`src/rtl/adc_seq_ctrl.sv`:
```
module adc_seq_ctrl #(
  parameter int CH_W     = 4,
  parameter int CONV_CYC = 13
) (
  input  logic            clk,
  input  logic            rst_n,
  input  logic            bus_wr,
  input  logic            bus_rd,
  input  logic [1:0]      bus_addr,
  input  logic [7:0]      bus_wdata,
  output logic [7:0]      bus_rdata,
  output logic            conv_start,
  output logic [CH_W-1:0] conv_chan,
  input  logic [9:0]      conv_result,
  output logic            irq
);
  localparam int CYC_W = $clog2(CONV_CYC + 1);

  logic [6:0]       mux_q;
  logic             adj_q, en_q, free_q, ie_q, flag_q, busy_q, lock_q;
  logic [2:0]       ps_q;
  logic [6:0]       pcnt_q;
  logic [CYC_W-1:0] acyc_q;
  logic [9:0]       res_q;

  wire wr_mux = bus_wr && bus_addr == 2'd0;
  wire wr_ctl = bus_wr && bus_addr == 2'd1;
  wire rd_lo  = bus_rd && bus_addr == 2'd2;
  wire rd_hi  = bus_rd && bus_addr == 2'd3;

  wire       en_nx   = wr_ctl ? bus_wdata[7] : en_q;
  wire       free_nx = wr_ctl ? bus_wdata[5] : free_q;
  wire [6:0] ps_mask = (ps_q[2:1] == 2'b00) ? 7'h01 : 7'((8'd1 << ps_q) - 8'd1);
  wire       tick    = busy_q && ((pcnt_q & ps_mask) == ps_mask);
  wire       finish  = tick && (acyc_q == CYC_W'(CONV_CYC - 1));
  wire       go      = en_nx && ((free_nx && (!busy_q || finish)) ||
                                 (wr_ctl && bus_wdata[6] && !busy_q));
  wire       store   = finish && !lock_q && !rd_lo;

  always_ff @(posedge clk or negedge rst_n) begin
    if (!rst_n) begin
      mux_q <= '0; adj_q <= 1'b0;
      en_q <= 1'b0; free_q <= 1'b0; ie_q <= 1'b0; ps_q <= '0;
      flag_q <= 1'b0; busy_q <= 1'b0; lock_q <= 1'b0;
      pcnt_q <= '0; acyc_q <= '0; res_q <= '0;
      conv_start <= 1'b0; conv_chan <= '0;
    end else begin
      if (wr_mux) begin
        mux_q <= bus_wdata[6:0];
        adj_q <= bus_wdata[7];
      end
      if (wr_ctl) begin
        en_q   <= bus_wdata[7];
        free_q <= bus_wdata[5];
        ie_q   <= bus_wdata[3];
        ps_q   <= bus_wdata[2:0];
      end
      conv_start <= go;
      if (!en_nx) begin
        busy_q <= 1'b0;
      end else if (go) begin
        busy_q    <= 1'b1;
        pcnt_q    <= '0;
        acyc_q    <= '0;
        conv_chan <= mux_q[CH_W-1:0];
      end else if (finish) begin
        busy_q <= 1'b0;
      end else if (busy_q) begin
        pcnt_q <= pcnt_q + 7'd1;
        if (tick) acyc_q <= acyc_q + 1'b1;
      end
      if (finish) flag_q <= 1'b1;
      else if (wr_ctl && bus_wdata[4]) flag_q <= 1'b0;
      if (store) res_q <= conv_result;
      if (rd_lo) lock_q <= 1'b1;
      else if (rd_hi) lock_q <= 1'b0;
    end
  end

  wire [7:0] lo_byte = adj_q ? {res_q[1:0], 6'b0} : res_q[7:0];
  wire [7:0] hi_byte = adj_q ? res_q[9:2] : {6'b0, res_q[9:8]};

  always_comb begin
    case (bus_addr)
      2'd0:    bus_rdata = {adj_q, mux_q};
      2'd1:    bus_rdata = {en_q, busy_q, free_q, flag_q, ie_q, ps_q};
      2'd2:    bus_rdata = lo_byte;
      default: bus_rdata = hi_byte;
    endcase
  end

  assign irq = flag_q & ie_q;

  a_r4_lock_hold: assert property (@(posedge clk) disable iff (!rst_n)
    (lock_q && !rd_hi) |=> $stable(res_q));
  a_r6_chan_only_at_start: assert property (@(posedge clk) disable iff (!rst_n)
    !conv_start |-> $stable(conv_chan));
  a_r7_back_to_back: assert property (@(posedge clk) disable iff (!rst_n)
    (finish && en_q && free_q && !wr_ctl) |=> conv_start);
  a_r10_single_pulse: assert property (@(posedge clk) disable iff (!rst_n)
    conv_start |=> !conv_start);
  a_r9_flag_on_finish: assert property (@(posedge clk) disable iff (!rst_n)
    finish |=> flag_q);
endmodule

```
`config.mk`:
```
export PLATFORM = sky130hd
export DESIGN_NAME = adc_seq_ctrl
export DESIGN_NICKNAME = d
export VERILOG_FILES = /design/src/rtl/adc_seq_ctrl.sv
export SDC_FILE = /design/constraint.sdc
export NUM_CORES = 1
export LEC_CHECK = 0
export ABC_AREA = 0
export BUFFER_PORTS_ARGS = -buffer_cell sky130_fd_sc_hd__buf_4
export CAP_MARGIN = 20
export CORE_ASPECT_RATIO = 1.2
export CORE_MARGIN = 3
export CORE_UTILIZATION = 40
export DETAILED_ROUTE_END_ITERATION = 10
export GPL_TIMING_DRIVEN = 1
export HOLD_SLACK_MARGIN = 0.03
export PLACE_DENSITY = 0.65
export SYNTH_ARGS = -nofsm -noshare
export SYNTH_HDL_FRONTEND = slang
export SYNTH_SLANG_ARGS = --single-unit
export TNS_END_PERCENT = 5
```
`constraint.sdc`:
```
create_clock -name clk -period 3.9 [get_ports clk]
set_clock_uncertainty 0.05 [all_clocks]
set_input_delay 0 -clock clk [delete_from_list [all_inputs] [get_ports clk]]
set_output_delay 0 -clock clk [all_outputs]
set_load 0.02 [all_outputs]
```
==> impl_metrics.ini, run 1 <==
[grt]
grt_pass1_wl_microns = 9180
grt_max_degree = 44
grt_pass1_vias = 1857
overflow = 0
antenna_found_initial = 0
grt_usage_pct = 16.2

[layout]
final_common_cell = dfrtp_1
nFillCells = 562
area_delta_synth_final_pct = 24.6
antenna_cells = 0
layout-drive-gt1-share_pct = 32.5
nNetsFinal = 301
regArea_sq_um = 1080
multi_input_area_sq_um = 1270
layout_common_cells = dfrtp_1, buf_4, dlygate4sd3_1, mux2_2, nand2_1

[cts]
clk_latency_ps = 310
clock-root-buffer = clkbuf_8
ctsHtreeMaxLevel = 2
path_clk_slew_ps = 90
cts_buffer_depth = 2
cts_buffers = 5
post_cts_buffers = 0
cts.sinks = 43
cts_tree = yes

[synthesis]
synth.top_cell.area_share_pct = 43.9
syn_area_sq_um = 2450
synth_area_leaders = dfrtp_1, mux2_2, mux2_4
synthFlopType = dfrtp_1
synth_fp_nets = 249
synth_edf_count = 0
synth-seq-area-share_pct = 43.9
synthArstFlopShare_pct = 100
synthCells = 221
synth-seq-cells = 43
yosysUniqueCellTypes = 54
ys_warn_count = 0
post_synth.cell_area_avg_sq_um = 11.1
yosysTopAreaCell = dfrtp_1

[worst_setup_path]
arrival_ps = 3040
cp.required_ps = 4050
max_stage_delay_ps = 520
end_kind = register
crit_path_top_delay_cell = or3_2
cp-start-kind = register
crit_family = simple AND/OR/NAND/NOR gates
cp_max_fo = 10
path_buf_inv = 0
critPathKind = reg2reg
crit_chain = or3_2, ha_1, or3_1, o211ai_2, o221ai_2, a31oi_4, nor2_2, a211o_1

[sta]
period_share_pct = 74.3
fmax_mhz = 345
hold_viol = 0
rsz0062_at_grt = false
worst_slew_pin_slew_ps = 716
hold_ws_ps = 58.5
finalCriticalPeriod_ps = 2900
finalSetupViolations = 0
finalMaxSlewViolations = 0
relSlewSlack_pct = 52.1
setup_tns_ps = 0

[detailed_routing]
viasPerCell = 5.26
via_count = 1861
remaining_drc_errors = 0
ant_nets = 0
drt_iter0_drc = 114
dr.pass1.iters = 4
wire_per_inst_microns = 15.4
routed_wl_microns = 5450

[power_and_ir_drop]
clock_power_share_pct = 24.1
swShare_pct = 35.2
leakage_nw = 1.42
p_sw_mw = 0.454
seq_power_share_pct = 46.2
pwr-share-comb_pct = 29.7
ir_drop_v = 0.000285
p_int_mw = 0.836
powerDensity_nw_per_um2 = 422

[floorplan]
start_util_pct = 42.4
io_pins = 38
fp.dieArea_sq_um = 7110
num_rows = 30
die_w_microns = 77.5
core_sq_um = 5780
die_h_microns = 91.8

[worst_hold_path]
hold_class = in2reg

[placed_design]
place_congestion = 0.871
dp.final_hpwl_microns = 3850
portBuffers = 37

[job]
cap_viol_max_count = 0

[outcome]
outcome = completed
through the flow:
stage | total power, mW | instance area (sq um) | worst slack (ps) | std cells | utilization (%)
after global placement | 0.964 | 2760 | 1110 | 326 | 47.8
after CTS | 1.30 | 3060 | 1000 | 354 | 52.9
after floorplan | 0.851 | 2450 | 1210 | 221 | -
final | 1.29 | 3060 | 1000 | 354 | 52.9
after global routing | 1.37 | 3060 | 813 | 354 | 52.9
after detailed placement | 0.974 | 2760 | 1030 | 326 | 47.8
synthesized netlist by cell type (all sizes together), types with 3 or more instances:
cell,count
inv,9
nand4,6
nor3,4
a211o,3
a211oi,6
o21ai,14
mux2,29
or3,3
clkbuf,6
nor2b,7
nand2,15
dfrtp,43
buf,6
ha,4
a22oi,6
a21oi,13
and2,4
nand3,3
and3,3
nor2,7
a31oi,3
mux2i,4
state kept, by name, summed over array words and instances, names as in the netlist, 3 cells and up:
signal,cells
mux_q,7
pcnt_q,7
acyc_q,4
ps_q,3
conv_chan,4
res_q,10
what timing repair did:
| item | 4_1_cts | 5_1_grt |
|---|---|---|
| resized for setup | 0 | 0 |
| endpoints found under the hold margin | 68 | 0 |
| hold buffers | 20 | 0 |
| setup endpoints to repair | 0 | 0 |
final cells by class:
class,count,area share (%)
multi-input combinational,157,41.7
sequential,43,35.2
timing repair buffer,57,15.6
tap,80,3.27
clock buffer,5,2.25
inverter,9,1.10
clock inverter,3,0.859
worst register-to-register path, cell delays in order, from the launching register on:
cell and delay [ps]:
dfrtp_1 500, or3_2 520, ha_1 270, or3_1 400, o211ai_2 100, o221ai_2 200, a31oi_4 330, nor2_2 110
a211o_1 310
layer usage:
| layer | vias up | share of wire (%) | global-route usage, % |
|---|---|---|---|
| met5 | - | 0 | 0 |
| met4 | 0 | 1.2 | 4.90 |
| met3 | 6 | 4.3 | 4.32 |
| met2 | 40 | 48 | 26.4 |
| met1 | 902 | 46 | 21.0 |
| li1 | 913 | - | - |
final timing paths:
| path | endpoint | from | slack (ps) | cells past startpoint |
|---|---|---|---|---|
| max in group asynchronous | res_q[1] | rst_n | 3240 | 2 |
| hold / removal | lock_q | bus_addr[1] | 60 | 3 |
| min in group asynchronous | res_q[8] | rst_n | 170 | 2 |
| setup reg to reg | pcnt_q[6] | ps_q[1] | 1000 | 8 |
| setup / recovery | pcnt_q[6] | ps_q[1] | 1000 | 8 |
| hold reg to reg | lock_q | lock_q | 430 | 1 |
cells by family after synthesis:
kind of cell / synth area share, %
buffers and inverters: 4.18
and+or+nand+nor: 14.3
AOI/OAI and AO/OA: 18.1
xor gates and xnor gates: 1.07
muxes: 16.5
adders and majority gates: 2.04
DFF: 43.9
power by group through the flow:
stage | clock network, mW | registers (mW) | logic [mW]
floorplan | 0 | 0.599 | 0.252
global placement | 0 | 0.603 | 0.361
detailed placement | 0 | 0.604 | 0.370
CTS | 0.320 | 0.595 | 0.388
global route | 0.338 | 0.607 | 0.424
finish | 0.310 | 0.596 | 0.384
(Power assumes the default switching activity.)
==> run 2: changes to the inputs <==
--- a/config.mk
+++ b/config.mk
@@ -5,7 +5,7 @@
 export SDC_FILE = /design/constraint.sdc
 export NUM_CORES = 1
 export LEC_CHECK = 0
-export ABC_AREA = 0
+export ABC_AREA = 1
 export BUFFER_PORTS_ARGS = -buffer_cell sky130_fd_sc_hd__buf_4
 export CAP_MARGIN = 20
 export CORE_ASPECT_RATIO = 1.2
@@ -14,7 +14,7 @@
 export DETAILED_ROUTE_END_ITERATION = 10
 export GPL_TIMING_DRIVEN = 1
 export HOLD_SLACK_MARGIN = 0.03
-export PLACE_DENSITY = 0.65
+export PLACE_DENSITY = 0.67
 export SYNTH_ARGS = -nofsm -noshare
 export SYNTH_HDL_FRONTEND = slang
 export SYNTH_SLANG_ARGS = --single-unit
==> constraint.sdc (replaced) <==
create_clock -name clk -period 2.45 [get_ports clk]
set_clock_uncertainty 0.05 [all_clocks]
set_input_delay 0 -clock clk [delete_from_list [all_inputs] [get_ports clk]]
set_output_delay 0 -clock clk [all_outputs]
set_load 0.02 [all_outputs]
==> run 2 against run 1 <==
Count of clock-buffer cells in the layout grew 1. Sequential power grew 54%. Combinational power grew 60%. Final cell count grew 15%. Highest routed layer unchanged.
==> impl_metrics.ini, run 2 <==
[layout]
area_delta_synth_final_pct = 29.0
final_common_cell = nand2_1
multi_input_area_sq_um = 1000
nNetsFinal = 373
nFillCells = 486
top_register = res_q
largestRegisters = res_q: 10 flops, mux_q: 7 flops, pcnt_q: 7 flops
layout_common_cells = nand2_1, dfrtp_1, buf_4, inv_1, o21ai_0
regArea_sq_um = 1080
largest_register_ffs = 10
antenna_cells = 0
layout-drive-gt1-share_pct = 18.3
fin_area_sq_um = 2920

[grt]
grt_pass1_vias = 1933
overflow = 0
grt_pass1_wl_microns = 8740
antenna_found_initial = 0
grt_usage_pct = 17.3
grt_max_degree = 44

[detailed_routing]
dr.pass1.iters = 4
drt_iter0_drc = 102
ant_nets = 0
via_count = 2069
viasPerCell = 5.08
remaining_drc_errors = 0
routed_wl_microns = 5610
wire_per_inst_microns = 13.8

[worst_setup_path]
arrival_ps = 2380
crit_path_top_delay_cell = dfrtp_2
cp.required_ps = 2590
max_stage_delay_ps = 460
r2r_slack_ps = 210
crit_chain = inv_1, nand2_1, inv_1, nand2_1, ha_1, inv_1, nand2_1, a21oi_1, nand2_1, nand3_1, nand3_1, nand2_2, nand2_4, buf_4, nand4_1, nand2_1
critPathKind = reg2reg
end_kind = register
cp_max_fo = 8
crit_family = simple AND/OR/NAND/NOR gates
path_buf_inv = 4
cp-start-kind = register
cp_common_cell = nand2_1

[sta]
hold_ws_ps = 45.1
period_share_pct = 91.2
hold_viol = 0
finalCriticalPeriod_ps = 2240
finalSetupViolations = 0
fmax_mhz = 447
relSlewSlack_pct = 63.1
setup_slack_ps = 215
rsz0062_at_grt = true
worst_slew_pin_slew_ps = 554
finalMaxSlewViolations = 0

[power_and_ir_drop]
swShare_pct = 34.2
powerDensity_nw_per_um2 = 709
leakage_nw = 1.53
seq_power_share_pct = 44.4
clock_power_share_pct = 25.8
pwr-share-comb_pct = 29.8
ir_drop_v = 0.000314
p_sw_mw = 0.707
p_int_mw = 1.36

[worst_hold_path]
hold_class = in2reg

[placed_design]
portBuffers = 37
pre_cts_ws_ps = 154
place_area_sq_um = 2590
place_congestion = 0.908
dp.final_hpwl_microns = 3980

[synthesis]
synth-seq-cells = 43
synth.top_cell.area_share_pct = 47.6
synth_edf_count = 0
yosysMostFrequentCell = nand2_1
synthCells = 283
post_synth.cell_area_avg_sq_um = 7.99
ys_warn_count = 0
synth-seq-area-share_pct = 47.6
synth_fp_nets = 311
synth_area_leaders = dfrtp_1, nand2_1, inv_1
syn_area_sq_um = 2260
yosysUniqueCellTypes = 29
yosys-top-cells-count = nand2_1, dfrtp_1, inv_1, o21ai_0, nand3_1
synthFlopType = dfrtp_1
yosysTopAreaCell = dfrtp_1
synthArstFlopShare_pct = 100

[cts]
ctsHtreeMaxLevel = 2
cts_tree = yes
cts_buffer_depth = 2
clock-root-buffer = clkbuf_8
cts_buffers = 5
cts.sinks = 43
path_clk_slew_ps = 80
clk_latency_ps = 290

[floorplan]
fp.dieArea_sq_um = 6600
die_h_microns = 88.4
num_rows = 29
start_util_pct = 42.1
core_sq_um = 5370
die_w_microns = 74.7
io_pins = 38

[outcome]
outcome = completed

[job]
cap_viol_max_count = 0
## run 2: cell count changes in the layout (fill, tap and decap cells not counted), sizes merged, moves of 4 or more
cell and change:
nor2b -7, a211oi -6, inv +31, a22oi -6, nand2 +75, nor2 +4
xor2 +4, mux2i -4, o2111ai +4, o21ai +17, mux2 -29, and2 -4
nand3 +13
## run 2: cell families after synthesis
group           count (synthesis)  synth area share, %
fa+ha+maj                       4                 2.21
simple gates                  133                 27.0
buf+inv                        49                 9.07
flops                          43                 47.6
xor+xnor                        6                 2.32
compound gates                 48                 11.8
## run 2: metal layers
layer  share of wire [%]  global-route usage, %
met1                  42                   20.1
met2                  51                   30.4
met3                 4.8                   4.55
met4                 2.3                   6.47
met5                   0                      0
## run 2: final cells by class
class / instances / area share (%)
Clock inverter: 1 / 1.03
Timing Repair Buffer: 60 / 17.1
Sequential cell: 43 / 36.9
Multi-Input combinational cell: 192 / 34.2
Clock buffer: 6 / 2.49
Tap cell: 62 / 2.66
Inverter: 43 / 5.53
## run 2: repair_timing
item                                    CTS  global route
buffers inserted                          0             1
resized for setup                         0             5
hold buffers                             20             0
endpoints found under the hold margin    68             0
endpoints found under the setup margin    0            18
## run 2: worst paths after layout
kind / end / startpoint / depth (start not counted)
setup / recovery: acyc_q[1] / ps_q[2] / 16
hold / removal: ps_q[0] / bus_wr / 4
setup reg to reg: acyc_q[1] / ps_q[2] / 16
hold reg to reg: conv_chan[2] / conv_chan[2] / 2
max in group asynchronous: ps_q[2] / rst_n / 2
min in group asynchronous: res_q[9] / rst_n / 2
## run 2: worst register-to-register path: stages (launching register included)
cell and delay [ps]:
dfrtp_2 460, inv_1 70, nand2_1 80, inv_1 80, nand2_1 50, ha_1 200, inv_1 90, nand2_1 70
a21oi_1 130, nand2_1 70, nand3_1 80, nand3_1 150, nand2_2 150, nand2_4 110, buf_4 160, nand4_1 80
nand2_1 60
## run 2: metrics by stage
step	utilization, %	setup TNS, ps	total power, mW	cells
after floorplan	-	0	1.29	283
after global placement	48.2	0	1.48	378
after detailed placement	48.2	0	1.50	378
after CTS	53.8	0	2.05	405
after global routing	54.4	-78.5	2.20	407
final	54.4	0	2.07	407
## run 2: power by group through the flow
stage / registers (mW) / logic [mW] / clock network, mW
after floorplan: 0.942 / 0.346 / 0
after global placement: 0.925 / 0.558 / 0
after detailed placement: 0.929 / 0.569 / 0
after CTS: 0.916 / 0.595 / 0.539
after global routing: 0.935 / 0.688 / 0.573
final: 0.919 / 0.616 / 0.534
==> run 3: changes to the inputs <==
--- a/config.mk
+++ b/config.mk
@@ -6,6 +6,7 @@
 export NUM_CORES = 1
 export LEC_CHECK = 0
 export ABC_AREA = 1
+export ABC_CLOCK_PERIOD_IN_PS = 2650
 export BUFFER_PORTS_ARGS = -buffer_cell sky130_fd_sc_hd__buf_4
 export CAP_MARGIN = 20
 export CORE_ASPECT_RATIO = 1.2
@@ -14,7 +15,7 @@
 export DETAILED_ROUTE_END_ITERATION = 10
 export GPL_TIMING_DRIVEN = 1
 export HOLD_SLACK_MARGIN = 0.03
-export PLACE_DENSITY = 0.67
+export PLACE_DENSITY = 0.65
 export SYNTH_ARGS = -nofsm -noshare
 export SYNTH_HDL_FRONTEND = slang
 export SYNTH_SLANG_ARGS = --single-unit
==> constraint.sdc (replaced) <==
create_clock -name clk -period 2.65 [get_ports clk]
set_clock_uncertainty 0.05 [all_clocks]
set_input_delay 0 -clock clk [delete_from_list [all_inputs] [get_ports clk]]
set_output_delay 0 -clock clk [all_outputs]
set_load 0.02 [all_outputs]
==> run 3 against run 2 <==
Worst hold slack worse by 5.6 ps. Sequential cell count stayed put. Combinational power is 13% lower. Global-route usage is 0.24 points higher. Register-to-register slack better by 180 ps. Highest routed layer unchanged.
==> impl_metrics.ini, run 3 (synthesis results as in run 2) <==
[floorplan]
fp.dieArea_sq_um = 6600
core_sq_um = 5370
io_pins = 38
die_w_microns = 74.7
start_util_pct = 42.1
num_rows = 29
die_h_microns = 88.4

[sta]
hold_viol = 0
setup_slack_ps = 392
finalSetupViolations = 0
finalMaxSlewViolations = 0
rsz0062_at_grt = false
hold_ws_ps = 39.4
worst_slew_pin_slew_ps = 548
period_share_pct = 85.2
relSlewSlack_pct = 63.5
finalCriticalPeriod_ps = 2260
fmax_mhz = 443
setup_tns_ps = 0

[grt]
grt_usage_pct = 17.6
grt_max_degree = 44
grt_pass1_wl_microns = 8870
grt_pass1_vias = 1985
antenna_found_initial = 0
overflow = 0

[detailed_routing]
viasPerCell = 4.87
via_count = 1976
routed_wl_microns = 5160
ant_nets = 0
wire_per_inst_microns = 12.7
routed-wl-met3_microns = 213
dr.pass1.iters = 6
drt-met1-wl_microns = 2230
routed.top_layer = met4
remaining_drc_errors = 0
routed-wl-met2_microns = 2630
drt_iter0_drc = 109

[placed_design]
place_area_sq_um = 2590
pre_cts_ws_ps = 393
dp.final_hpwl_microns = 3870
portBuffers = 37
place_congestion = 0.853

[power_and_ir_drop]
ir_drop_v = 0.000240
p_int_mw = 1.28
p_sw_mw = 0.636
powerDensity_nw_per_um2 = 659
leakage_nw = 1.54
pwr-share-comb_pct = 28.1
swShare_pct = 33.2
clock_power_share_pct = 27.7
seq_power_share_pct = 44.2

[layout]
top_register = res_q
final_core_util_pct = 54.1
antenna_cells = 0
nNetsFinal = 371
final_common_cell = nand2_1
multi_input_area_sq_um = 981
layout_common_cells = nand2_1, dfrtp_1, inv_1, buf_4, o21ai_0
regArea_sq_um = 1080
largestRegisters = res_q: 10 flops, mux_q: 7 flops, pcnt_q: 7 flops
fin_area_sq_um = 2910
layout-drive-gt1-share_pct = 17.2
largest_register_ffs = 10
nFillCells = 521
area_delta_synth_final_pct = 28.5

[worst_setup_path]
arrival_ps = 2410
cp_max_fo = 11
end_kind = register
cp-start-kind = register
cp.required_ps = 2810
critPathKind = reg2reg

[cts]
cts_buffers = 5
ctsHtreeMaxLevel = 2
clk_latency_ps = 290
post_cts_buffers = 0
cts.sinks = 43
path_clk_slew_ps = 80
cts_tree = yes
clock-root-buffer = clkbuf_8
cts_buffer_depth = 2
holdBufCountCts = 20
cts-resized-gates = 0

[worst_hold_path]
hold_class = in2reg

[job]
cap_viol_max_count = 0

[outcome]
outcome = completed
## run 3: power groups by stage
| stage | sequential [mW] | clock [mW] | combinational (mW) |
|---|---|---|---|
| 6_report | 0.847 | 0.531 | 0.538 |
| 4_1_cts | 0.848 | 0.547 | 0.547 |
| 3_3_place_gp | 0.856 | 0 | 0.513 |
| 5_1_grt | 0.863 | 0.572 | 0.618 |
| 2_1_floorplan | 0.871 | 0 | 0.320 |
| 3_5_place_dp | 0.860 | 0 | 0.522 |
## run 3: worst max-delay path: stages (launching register included)
cell and delay (ps):
dfrtp_1 460, inv_1 80, nand2_1 80, inv_1 70, nand2_1 50, ha_1 200, inv_1 80, nand2_1 50
nand2_1 90, nand2_1 60, nand2_1 50, nand3_1 90, nand3_1 130, nand3_1 140, inv_1 280, nand3b_1 100
o21ai_0 100
## run 3: path summary, 6_finish.rpt
check	end	depth (start not counted)	slack, ps	from
hold reg to reg	mux_q[4]	2	440	mux_q[4]
setup / recovery	pcnt_q[4]	16	390	ps_q[2]
hold / removal	ps_q[0]	4	40	bus_wr
min in group asynchronous	res_q[7]	2	180	rst_n
max in group asynchronous	pcnt_q[1]	2	1990	rst_n
setup reg to reg	pcnt_q[4]	16	390	ps_q[2]
## run 3: final cells by class
cell class,count,share of cell area (%)
inverter,43,5.55
multi-input combinational,191,33.7
clock buffer,6,2.84
sequential,43,37.0
timing repair buffer,59,17.0
tap,62,2.67
clock inverter,2,1.21
## run 3: per-layer routing
metal / global-route usage [%] / up-vias
met4: 5.83 / 0
met2: 30.6 / 37
li1: - / 1032
met5: 0 / -
met1: 21.2 / 900
met3: 4.09 / 7
## run 3: through the flow
step                      cells  total power, mW
final                       406             1.92
after global routing        406             2.05
after CTS                   406             1.94
after detailed placement    378             1.38
after global placement      378             1.37
after floorplan             283             1.19
